File: config.mk
export PLATFORM = sky130hd
export DESIGN_NAME = stereo_serial_rx
export DESIGN_NICKNAME = d
export VERILOG_FILES = /design/src/rtl/audio_rx_pkg.sv /design/src/rtl/rx_frame_ctrl.sv /design/src/rtl/rx_word_dpath.sv /design/src/rtl/stereo_serial_rx.sv
export SDC_FILE = /design/constraint.sdc
export NUM_CORES = 1
export LEC_CHECK = 0
export BUFFER_PORTS_ARGS = -buffer_cell sky130_fd_sc_hd__clkbuf_2
export CAP_MARGIN = 20
export CORE_MARGIN = 10
export CORE_UTILIZATION = 32
export CTS_BUF_LIST = sky130_fd_sc_hd__clkbuf_4 sky130_fd_sc_hd__clkbuf_8
export DETAILED_ROUTE_END_ITERATION = 12
export HOLD_SLACK_MARGIN = 0.06
export MAX_ROUTING_LAYER = met4
export PLACE_DENSITY = 0.48
export SETUP_SLACK_MARGIN = 0.15
export SLEW_MARGIN = 20
export SYNTH_ARGS = -nofsm -noshare
export SYNTH_HDL_FRONTEND = slang
export SYNTH_SLANG_ARGS = --single-unit
File: constraint.sdc
create_clock -name bitClk -period 2.6 [get_ports bitClk]
set_input_delay 0.52 -clock bitClk [delete_from_list [all_inputs] [get_ports bitClk]]
set_output_delay 0.52 -clock bitClk [all_outputs]
set_load 0.1 [all_outputs]
File: src/rtl/audio_rx_pkg.sv
package audio_rx_pkg;

  typedef enum logic [1:0] {
    FMT_LEFT  = 2'd0,
    FMT_RIGHT = 2'd1,
    FMT_I2S   = 2'd2,
    FMT_RSVD  = 2'd3
  } fmtT;

  typedef struct packed {
    logic startWord;
    logic shiftBit;
    logic loadLeft;
    logic loadRight;
  } rxStrobeT;

  function automatic logic [6:0] lenBits(input logic [1:0] sel);
    case (sel)
      2'd0:    return 7'd16;
      2'd1:    return 7'd20;
      2'd2:    return 7'd24;
      default: return 7'd32;
    endcase
  endfunction

endpackage

File: src/rtl/rx_frame_ctrl.sv
module rx_frame_ctrl
  import audio_rx_pkg::*;
#(
  parameter int CNT_W = 7
) (
  input  logic     clk,
  input  logic     rstN,
  input  logic     lrClk,
  input  logic [1:0] fmtSel,
  input  logic [1:0] lenSel,
  output rxStrobeT strobe,
  output logic     errOut
);

  localparam logic [CNT_W-1:0] CNT_MAX = {CNT_W{1'b1}};

  logic lrDly, lrUsePrev, inPhase, errReg;
  logic [1:0] warm;
  logic [CNT_W-1:0] cnt, idx, wlen;
  logic isI2s, isRj, cfgBad, lrUse, isEdge, shortPh, deliver;

  always_comb begin
    isI2s   = (fmtT'(fmtSel) == FMT_I2S);
    isRj    = (fmtT'(fmtSel) == FMT_RIGHT);
    cfgBad  = (fmtT'(fmtSel) == FMT_RSVD) || (isRj && lenSel == 2'd3);
    wlen    = CNT_W'(lenBits(lenSel));
    // I2S is left-justified framing with a one-bit-late, inverted LR clock
    lrUse   = isI2s ? ~lrDly : lrClk;
    isEdge  = (warm == 2'd2) && (lrUse != lrUsePrev);
    idx     = isEdge ? '0 : cnt;
    shortPh = (cnt < wlen);
    deliver = isEdge && inPhase && !cfgBad && !shortPh;
    strobe.loadLeft  = deliver && lrUsePrev;
    strobe.loadRight = deliver && !lrUsePrev;
    strobe.startWord = isEdge && !isRj;
    strobe.shiftBit  = isRj || (idx < wlen);
  end

  always_ff @(posedge clk) begin
    if (!rstN) begin
      lrDly     <= 1'b0;
      lrUsePrev <= 1'b0;
      warm      <= 2'd0;
      inPhase   <= 1'b0;
      cnt       <= '0;
      errReg    <= 1'b0;
    end else begin
      lrDly     <= lrClk;
      lrUsePrev <= lrUse;
      if (warm != 2'd2) warm <= warm + 2'd1;
      if (isEdge) inPhase <= 1'b1;
      if (isEdge)               cnt <= CNT_W'(1);
      else if (cnt != CNT_MAX)  cnt <= cnt + CNT_W'(1);
      errReg <= cfgBad || (isEdge && inPhase && shortPh);
    end
  end

  assign errOut = errReg;

endmodule

File: src/rtl/rx_word_dpath.sv
module rx_word_dpath
  import audio_rx_pkg::*;
#(
  parameter int DATA_W = 32
) (
  input  logic              clk,
  input  logic              rstN,
  input  logic              serIn,
  input  logic [1:0]        lenSel,
  input  rxStrobeT          strobe,
  output logic [DATA_W-1:0] leftWord,
  output logic [DATA_W-1:0] rightWord,
  output logic              leftValid,
  output logic              rightValid
);

  logic [DATA_W-1:0] capReg, aligned;
  logic [6:0] shiftAmt;

  always_comb begin
    shiftAmt = 7'(DATA_W) - lenBits(lenSel);
    aligned  = capReg << shiftAmt;
  end

  always_ff @(posedge clk) begin
    if (!rstN) begin
      capReg     <= '0;
      leftWord   <= '0;
      rightWord  <= '0;
      leftValid  <= 1'b0;
      rightValid <= 1'b0;
    end else begin
      if (strobe.startWord)     capReg <= {{(DATA_W-1){1'b0}}, serIn};
      else if (strobe.shiftBit) capReg <= {capReg[DATA_W-2:0], serIn};
      leftValid  <= strobe.loadLeft;
      rightValid <= strobe.loadRight;
      if (strobe.loadLeft)  leftWord  <= aligned;
      if (strobe.loadRight) rightWord <= aligned;
    end
  end

  AST_ONE_CHANNEL: assert property (@(posedge clk) disable iff (!rstN)
    !(leftValid && rightValid));
  AST_STROBE_PULSE: assert property (@(posedge clk) disable iff (!rstN)
    (leftValid || rightValid) |=> !(leftValid || rightValid));
  AST_WORD_HOLD: assert property (@(posedge clk) disable iff (!rstN)
    !leftValid |-> $stable(leftWord));

endmodule

File: src/rtl/stereo_serial_rx.sv
module stereo_serial_rx
  import audio_rx_pkg::*;
#(
  parameter int DATA_W = 32
) (
  input  logic              bitClk,
  input  logic              rstN,
  input  logic              lrClk,
  input  logic              serIn,
  input  logic [1:0]        fmtSel,
  input  logic [1:0]        lenSel,
  output logic [DATA_W-1:0] leftWord,
  output logic [DATA_W-1:0] rightWord,
  output logic              leftValid,
  output logic              rightValid,
  output logic              errFlag
);

  localparam int CNT_W = $clog2(DATA_W) + 2;

  rxStrobeT strobe;

  rx_frame_ctrl #(.CNT_W(CNT_W)) u_ctrl (
    .clk(bitClk), .rstN(rstN), .lrClk(lrClk), .fmtSel(fmtSel),
    .lenSel(lenSel), .strobe(strobe), .errOut(errFlag)
  );

  rx_word_dpath #(.DATA_W(DATA_W)) u_dpath (
    .clk(bitClk), .rstN(rstN), .serIn(serIn), .lenSel(lenSel),
    .strobe(strobe), .leftWord(leftWord), .rightWord(rightWord),
    .leftValid(leftValid), .rightValid(rightValid)
  );

  AST_ERR_BLOCKS_VALID: assert property (@(posedge bitClk) disable iff (!rstN)
    errFlag |-> !(leftValid || rightValid));
  AST_BADCFG_SILENT: assert property (@(posedge bitClk) disable iff (!rstN)
    (fmtSel == 2'd3) |=> (errFlag && !leftValid && !rightValid));
  AST_ZERO_FILL: assert property (@(posedge bitClk) disable iff (!rstN)
    (leftValid && lenSel == 2'd0 && $past(lenSel) == 2'd0) |-> (leftWord[15:0] == 16'd0));

endmodule

== After elaboration in Yosys (flattened, before gate mapping) ==
Index checks and enable logic that the tools add are counted.

* Input bits: 8
* Latch bits: 0
* Bits in writable memories: 0
* Memories: 0
* Bits in read-only memories: 0
* Bits in registers: 111

* Bitwise gates (word level): 2
* Multiply operators: 0
* Shift operators: 1
* Reductions and logical operators: 21
* Order comparisons: 2
* Equality and inequality tests: 10
* Add/sub/neg operators: 3
* Mux-type cells: 7
* Div/mod/pow operators: 0

{| class="wikitable"
|+ Operators by type and width
! kind !! number
|-
| 32-bit by 7-bit << shifter with 32-bit output || 1
|-
| 6-bit case mux with 3 select lines || 1
|-
| 2-bit equality test, second input constant || 5
|-
| 1-bit logical AND || 9
|-
| 7-bit by 1-bit adder with 7-bit output, second input constant || 1
|-
| 7-bit by 6-bit < comparator with 1-bit output || 1
|-
| 7-bit < comparator || 1
|-
| 7-bit two-way mux || 1
|-
| 7-bit != test, second input constant || 1
|-
| 6-bit by 6-bit subtractor with 7-bit output, first input constant || 1
|-
| 1-bit two-way mux || 5
|-
| 2-bit by 1-bit equality test with 1-bit output, second input constant || 2
|-
| 1-bit logical NOT || 4
|-
| 2-bit nonzero test || 2
|-
| 2-bit OR reduction || 2
|-
| 1-bit logical OR || 3
|-
| 2-bit by 1-bit adder with 2-bit output, second input constant || 1
|-
| 2-bit logical NOT || 1
|-
| 2-bit != test, second input constant || 1
|-
| 1-bit NOT || 2
|-
| 1-bit != test || 1
|}

== Logic depth before layout (Yosys ltp) ==
Gate-level depths: netlist (run 1).

* Word-level depth: 9
* Depth in mapped cells: 12

== Cells and area by module ==
Synthesis (run 1) repeated with hierarchy kept, for this count alone.

* Cells, all modules: 534
* Area, all modules: 5,086.1 um^2

{| class="wikitable"
|+ Modules (own cells, without submodules)
! module !! instances !! cells each !! area an instance (um^2)
|-
| rx_word_dpath || 1 || 447 || 4,252.8
|-
| rx_frame_ctrl || 1 || 87 || 833.3
|}

== Worst setup path before layout (run 1) ==
OpenSTA, ideal clock, no wires.

* Path type: input port to flip-flop
* Start point: in fmtSel[0]
* End point: reg u_dpath.capReg[10]
* Path buffers: 1
* Setup time: 0.072 ns
* Arrival: 2.564 ns
* Required time: 2.528 ns
* Path slack: -0.036 ns
* Stages on the path: 11
* Cells stage by stage: nand2b_1 -> a211oi_2 -> o21ai_2 -> and2_1 -> ha_1 -> nor2b_1 -> o211ai_1 -> a21oi_1 -> a21oi_4 -> buf_6 -> mux2i_1

* Cells in the longest elaborated chain, start to end: 7
* Elaborated cells between the ends (all ways): 11
* Those cells by class: 1 x order compare; 3 x eq/ne; 2 x mux; 5 x reduce/logical

{| class="wikitable"
|+ Ends and longest elaborated chain
! element !! RTL line !! RTL
|-
| from (decl) || stereo_serial_rx.sv:10 || <nowiki>input logic [1:0] fmtSel,</nowiki>
|-
| 2-bit equality test || rx_frame_ctrl.sv:23 || <nowiki>isI2s = (fmtT'(fmtSel) == FMT_I2S);</nowiki>
|-
| 1-bit two-way mux || rx_frame_ctrl.sv:28 || <nowiki>lrUse = isI2s ? ~lrDly : lrClk;</nowiki>
|-
| 1-bit != test || rx_frame_ctrl.sv:29 || <nowiki>isEdge = (warm == 2'd2) && (lrUse != lrUsePrev);</nowiki>
|-
| 1-bit logical AND || rx_frame_ctrl.sv:29 ||
|-
| 7-bit two-way mux || rx_frame_ctrl.sv:30 || <nowiki>idx = isEdge ? '0 : cnt;</nowiki>
|-
| 7-bit < comparator || rx_frame_ctrl.sv:36 || <nowiki>strobe.shiftBit = isRj || (idx < wlen);</nowiki>
|-
| 1-bit logical OR || rx_frame_ctrl.sv:36 ||
|-
| to (signal assigned) || rx_word_dpath.sv:33 || <nowiki>if (strobe.startWord) capReg <= {{(DATA_W-1){1'b0}}, serIn};</nowiki>
|-
| to (signal assigned) || rx_word_dpath.sv:34 || <nowiki>else if (strobe.shiftBit) capReg <= {capReg[DATA_W-2:0], serIn};</nowiki>
|-
| to (decl) || rx_word_dpath.sv:17 || <nowiki>logic [DATA_W-1:0] capReg, aligned;</nowiki>
|}

Parallel ways exist; a longest one is shown, timed or not.
A chain may end at the register's enable or synchronous reset.

== Final worst setup path (run 1) ==
* Start point: reg u_ctrl.lrDly
* End point: reg u_dpath.capReg[27]

* Cells in the longest elaborated chain, start to end: 7
* Elaborated cells between the ends (all ways): 9
* Those cells by class: 1 x order compare; 1 x eq/ne; 2 x mux; 1 x bitwise; 4 x reduce/logical

{| class="wikitable"
|+ Ends and longest elaborated chain
! element !! RTL line !! RTL
|-
| from (decl) || rx_frame_ctrl.sv:17 || <nowiki>logic lrDly, lrUsePrev, inPhase, errReg;</nowiki>
|-
| from (signal assigned) || rx_frame_ctrl.sv:48 || <nowiki>lrDly <= lrClk;</nowiki>
|-
| 1-bit NOT * || rx_frame_ctrl.sv:28 ||
|-
| 1-bit two-way mux * || rx_frame_ctrl.sv:28 ||
|-
| 1-bit != test * || rx_frame_ctrl.sv:29 ||
|-
| 1-bit logical AND * || rx_frame_ctrl.sv:29 ||
|-
| 7-bit two-way mux || rx_frame_ctrl.sv:30 ||
|-
| 7-bit < comparator || rx_frame_ctrl.sv:36 ||
|-
| 1-bit logical OR || rx_frame_ctrl.sv:36 ||
|}

Mark *: on every way between the ends. The rest lies on a longest branch, timed or not.

==> out/summary.txt, run 1 <==
Status: finished, final reports clean
Initial DRT Pass Iterations: 4
RR Endpoint: u_dpath.capReg[27]
Unrepaired setup endpoints after global routing: true
RePlAce Congestion: 0.8559
Synth area leaders: dfxtp_1 (42%), mux2i_1 (8.4%), nand2_1 (5.7%)
Worst Hold Path EP: u_dpath.leftWord[30]
Critical path arrival: 2.88 ns
Ys flop type: dfxtp_1
Yosys cell types: 46
H-tree levels: 3
Area Growth Syn to Fin: 21.61%
R2R Path Start: u_ctrl.lrDly
Nets: 690
Total Routing Usage GR: 14.18%
Starting Density: 32.93%
Port Buffers: 74
Worst path required time: 2.91 ns
Synth Instances: 584
CTS tree: built
Total power: 3210 uW
GR Overflow Total: 0
Initial antenna violation count: 0
Wirelength per Cell: 17.10 microns
Filler cells: 1672
CP max FO: 8
DR DRC count: 0
Post-synthesis sequential area ratio: 42.18%
Post-Syn Nets: 605
Top-count cell post-synth: dfxtp_1
Share of cells above drive strength 1: 26.30%
Reg2Reg Depth: 12
# IOs: 75
Maximum VDD drop: 217.4 uV
Asr flop ratio synth: 0%
Relative slew slack: 63.00%
YS warnings: 0
Hold WS: 0.4738 ns
Critical path type: flip-flop to flip-flop
Routed Antenna Nets: 0
Fin crit share: 98.56%
Fin crit period: 2.563 ns
Chip Height: 148.3 microns
Clk_lat worst skew: 0.40 ns
Num CTS Buffers: 9
Pin count of the biggest net entering global routing: 39
Endpoints failing setup: 0
1st-iter DRT viols: 372
DRT Wirelength: 15200 microns
Die Area: 0.02200 sq mm
Startpoint types: flip-flop
Worst-Margin Slew: 0.5574 ns
Yosys reg bits: 111
Post-CTS Hold Buffers: 0
EDFF count, synth: 0
PwrDens: 501.0 mW/mm^2
Antenna Cells: 0
Crit path capture type: flip-flop
First-pass GRT wire length: 24510 microns
Clock transition at path regs: 0.11 ns
Worst Skew: 0.01435 ns
Sink Count: 111
Fin. max-slew vios: 0
Hold_sp: u_dpath.leftWord[30]
CTS root buffer: clkbuf_8
Rows: 46
Number of global-route vias before repair: 4539
Hold Fails Final Rpt: 0
Vias/cell: 5.089
R2R setup slack: 0.04 ns
Vias: 4524
FMAX: 390.2 MHz
Yosys top cell by area: dfxtp_1
P_leak: 0.002713 uW
Synth top cells by count: dfxtp_1 (111), nand2_1 (80), mux2i_1 (44), a21oi_1 (39)
Synth top area share: 42.18%
Total of max-cap violations: 0
Maximum root-to-sink buffer count: 2
Core area: 0.01600 sq mm
Hold Path Cell Cnt: 2
Hold Crit Class: flip-flop to flip-flop
Synth Area per Inst: 9.022 sq um
Hpwl dp: 10930 microns
Syn Std Cell Area: 0.005269 sq mm
Die span in x: 148.3 microns
==> flip-flops by register name, indices dropped and copies added, names as in the netlist <==
name / cells
u_ctrl.cnt: 7
u_ctrl.lrUsePrev: 1
u_dpath.rightWord: 32
u_ctrl.errOut: 1
u_dpath.leftWord: 32
u_ctrl.inPhase: 1
u_dpath.rightValid: 1
u_dpath.leftValid: 1
u_ctrl.lrDly: 1
u_ctrl.warm: 2
u_dpath.capReg: 32
==> metal layers <==
layer  GRT usage (%)  up-vias  part of all wire (%)
met5               -        -                     0
li1                -     2253                     -
met2           22.33       92                    46
met1           17.58     2163                    47
met4           5.104        0                   1.6
met3           3.034       16                   4.9
==> kinds of logic after synthesis <==
logic type               share of synthesized area, %
AO/OA/AOI/OAI                                   16.67
XOR/XNOR                                        1.330
adder cells (fa/ha/maj)                         3.087
buffers and inverters                           5.224
flip-flops                                      42.18
multiplexers                                    15.20
AND/OR/NAND/NOR                                 16.31
==> power breakdown <==
group          internal (uW)  leakage [uW]  switching [uW]
clock                    380     0.0000893             609
sequential              1730      0.000896            28.1
combinational            189       0.00173             271
==> cells in the final DEF (no fill, tap or decap), drive strengths merged, types with 16 or more instances in the layout <==
| cell | count |
|---|---|
| dfxtp | 111 |
| mux2i | 44 |
| buf | 42 |
| a21oi | 41 |
| nand3 | 36 |
| o22ai | 37 |
| nor2 | 21 |
| mux2 | 16 |
| nand2 | 80 |
| clkbuf | 85 |
| inv | 17 |
| a211oi | 16 |
| o21ai | 40 |
==> critical path: stages, from the launching register on <==
cell	delay, ns
dfxtp_2	0.35
and3b_2	0.23
a211oi_2	0.26
o21ai_2	0.13
and2_4	0.16
ha_4	0.21
nor2b_4	0.12
o211ai_1	0.26
a21oi_2	0.11
a21oi_4	0.18
buf_12	0.15
buf_12	0.13
mux2i_2	0.20
==> final cells by class <==
| class | count | area (sq um) | share of cell area (%) |
|---|---|---|---|
| multi-input combinational | 415 | 2848 | 44.44 |
| clock inverter | 5 | 42.54 | 0.6639 |
| clock buffer | 10 | 137.6 | 2.148 |
| timing repair buffer | 117 | 829.5 | 12.95 |
| tap | 216 | 270.3 | 4.218 |
| inverter | 15 | 56.30 | 0.8787 |
| sequential | 111 | 2223 | 34.70 |
==> stage by stage <==
step	area, sq um	cells	TNS (ns)	util [%]	setup slack [ns]
floorplan	5280	584	0	-	0.01412
global placement	6016	864	-6.922	37.60	-0.1828
detailed placement	6016	864	-10.88	37.60	-0.2859
CTS	6306	886	0	39.41	0.1047
global route	6407	889	-1.072	40.05	-0.07751
finish	6407	889	0	40.05	0.03749
==> worst max path at each step <==
stage,from,end,slack (ns),cells after the start
global route,u_ctrl.lrDly,u_dpath.capReg[8],-0.08,12
finish,u_ctrl.lrDly,u_dpath.capReg[27],0.04,12
floorplan,fmtSel[0],u_dpath.capReg[10],0.01,11
detailed placement,fmtSel[1],u_dpath.capReg[9],-0.29,12
global placement,fmtSel[1],u_dpath.capReg[31],-0.18,12
CTS,u_ctrl.lrDly,u_dpath.capReg[27],0.10,12
==> repair_timing <==
action                                  CTS  global route
pin swaps                                 4             6
gates cloned                              2             1
gates resized for setup                   4            11
endpoints found under the setup margin   31            38
setup buffers                             5             2
(Power assumes the default switching activity.)
==> run 2, diff against run 1 <==
BUFFER_PORTS_ARGS = unset   (was -buffer_cell sky130_fd_sc_hd__clkbuf_2)
CELL_PAD_IN_SITES_DETAIL_PLACEMENT = 0   (was unset)
CELL_PAD_IN_SITES_GLOBAL_PLACEMENT = 1   (was unset)
DONT_BUFFER_PORTS = 1   (was unset)
PLACE_DENSITY = 0.56   (was 0.48)
==> out/summary.txt, run 2 (synthesis gave the netlist of run 1 again) <==
Status: finished, final reports clean
Nets: 674
DR DRC count: 0
Starting Density: 32.93%
DRT Wirelength: 15170 microns
Num CTS Buffers: 9
Final Util: 40.20%
M1 GR Usage: 18.34%
Rows: 46
Sink Count: 111
Wirelength per Cell: 17.38 microns
Area Growth Syn to Fin: 22.09%
Most Crowded Layer GR: met2
Hold Path Cell Cnt: 1
Clock transition at path regs: 0.11 ns
H-tree levels: 3
Hold Fails Final Rpt: 0
Initial DRT Pass Iterations: 5
Critical path type: flip-flop to flip-flop
Die span in x: 148.3 microns
Maximum root-to-sink buffer count: 2
PwrDens: 493.1 mW/mm^2
Number of global-route vias before repair: 4395
Met2 GRT Util: 21.43%
1st-iter DRT viols: 265
Port Buffers: 0
Met3 usage: 2.640%
Endpoints failing setup: 0
Pin count of the biggest net entering global routing: 40
Core area: 0.01600 sq mm
Clk_lat worst skew: 0.40 ns
Top flop regs: u_dpath.capReg x32, u_dpath.leftWord x32, u_dpath.rightWord x32
Final setup TNS: 0 ns
Reg2Reg Depth: 12
Total of max-cap violations: 0
Placed cell count: 852
Most common cell after layout, fill and taps aside: dfxtp_1
Filler cells: 1629
# IOs: 75
R2R Path Start: u_ctrl.lrDly
Die Area: 0.02200 sq mm
Worst-Margin Slew: 0.8296 ns
Maximum VDD drop: 217.9 uV
Routed Antenna Nets: 0
RR Endpoint: u_dpath.capReg[20]
Unrepaired setup endpoints after global routing: true
Total power: 3172 uW
Antenna Cells: 0
GR Overflow Total: 0
Worst path required time: 2.92 ns
Hpwl dp: 11180 microns
Initial antenna violation count: 0
R2R setup slack: 0.07 ns
FMAX: 395.2 MHz
Hold Crit Class: input port to flip-flop
Fin crit share: 97.32%
Relative slew slack: 44.63%
Fin crit period: 2.530 ns
Worst Hold Path EP: u_ctrl.lrUsePrev
Vias: 4513
Critical path arrival: 2.85 ns
First-pass GRT wire length: 24330 microns
Vias/cell: 5.170
RePlAce Congestion: 0.8436
Non-Filler Instances: 873
Crit path capture type: flip-flop
CTS tree: built
Hold_sp: rstN
Chip Height: 148.3 microns
Commonest non-fill, non-tap cells in the layout: dfxtp_1 (110), buf_4 (93), nand2_1 (80)
Total Routing Usage GR: 14.05%
CTS root buffer: clkbuf_8
Share of cells above drive strength 1: 24.51%
Fin. max-slew vios: 0
P_leak: 0.002678 uW
CP max FO: 5
Startpoint types: flip-flop
Worst Skew: 0.02358 ns
[run 2: timing repair]
action | CTS | global route
resized for setup | 3 | 10
endpoints found under the setup margin | 31 | 31
cloned | 1 | 1
pin swaps | 5 | 7
hold buffers | 0 | 0
setup buffers | 3 | 1
[run 2: power breakdown]
part / internal [uW] / switching (uW) / leakage [uW]
clock: 359 / 622 / 0.0000907
combinational: 176 / 255 / 0.00169
sequential: 1730 / 28.1 / 0.000896
total: 2270 / 905 / 0.00268
[run 2: through the flow]
stage	instance area (sq um)	setup WS, ns	hold WS (ns)
finish	6432	0.06958	0.2555
floorplan	5280	0.01412	0.4322
CTS	6342	0.09243	0.2387
global placement	6098	-0.02719	0.4562
detailed placement	6098	-0.09280	0.4633
global route	6432	-0.06008	0.2551
[run 2: how the worst max path moves through the flow]
stage | endpoint | cells after the start | startpoint
after floorplan | u_dpath.capReg[10] | 11 | fmtSel[0]
after global placement | u_dpath.capReg[31] | 11 | fmtSel[0]
after detailed placement | u_dpath.capReg[8] | 11 | fmtSel[0]
after CTS | u_dpath.capReg[14] | 12 | u_ctrl.lrDly
after global routing | u_dpath.capReg[11] | 12 | u_ctrl.lrDly
final | u_dpath.capReg[20] | 12 | u_ctrl.lrDly
[run 2: critical path, cell delays in order, from the launching register on]
cell and delay, ns:
dfxtp_2 0.34, and3b_2 0.22, a211oi_4 0.25, o21ai_2 0.12, and2_4 0.15, ha_4 0.21
nor2b_4 0.12, o211ai_1 0.25, a21oi_2 0.11, a21oi_4 0.23, buf_12 0.15, clkbuf_16 0.14
mux2i_1 0.16
[run 2: metal layers]
metal  vias to the layer above  share of wire (%)
li1                       2230                  -
met1                      2173                 48
met2                        94                 46
met3                        16                4.7
met4                         0                1.5
met5                         -                  0
[run 2: area by class of cell]
type	instances	area, sq um	area share [%]
timing repair buffer	101	862.1	13.40
multi-input combinational	415	2844	44.21
inverter	15	56.30	0.8753
clock buffer	9	123.9	1.926
sequential	111	2223	34.57
tap	216	270.3	4.202
clock inverter	6	52.55	0.8170
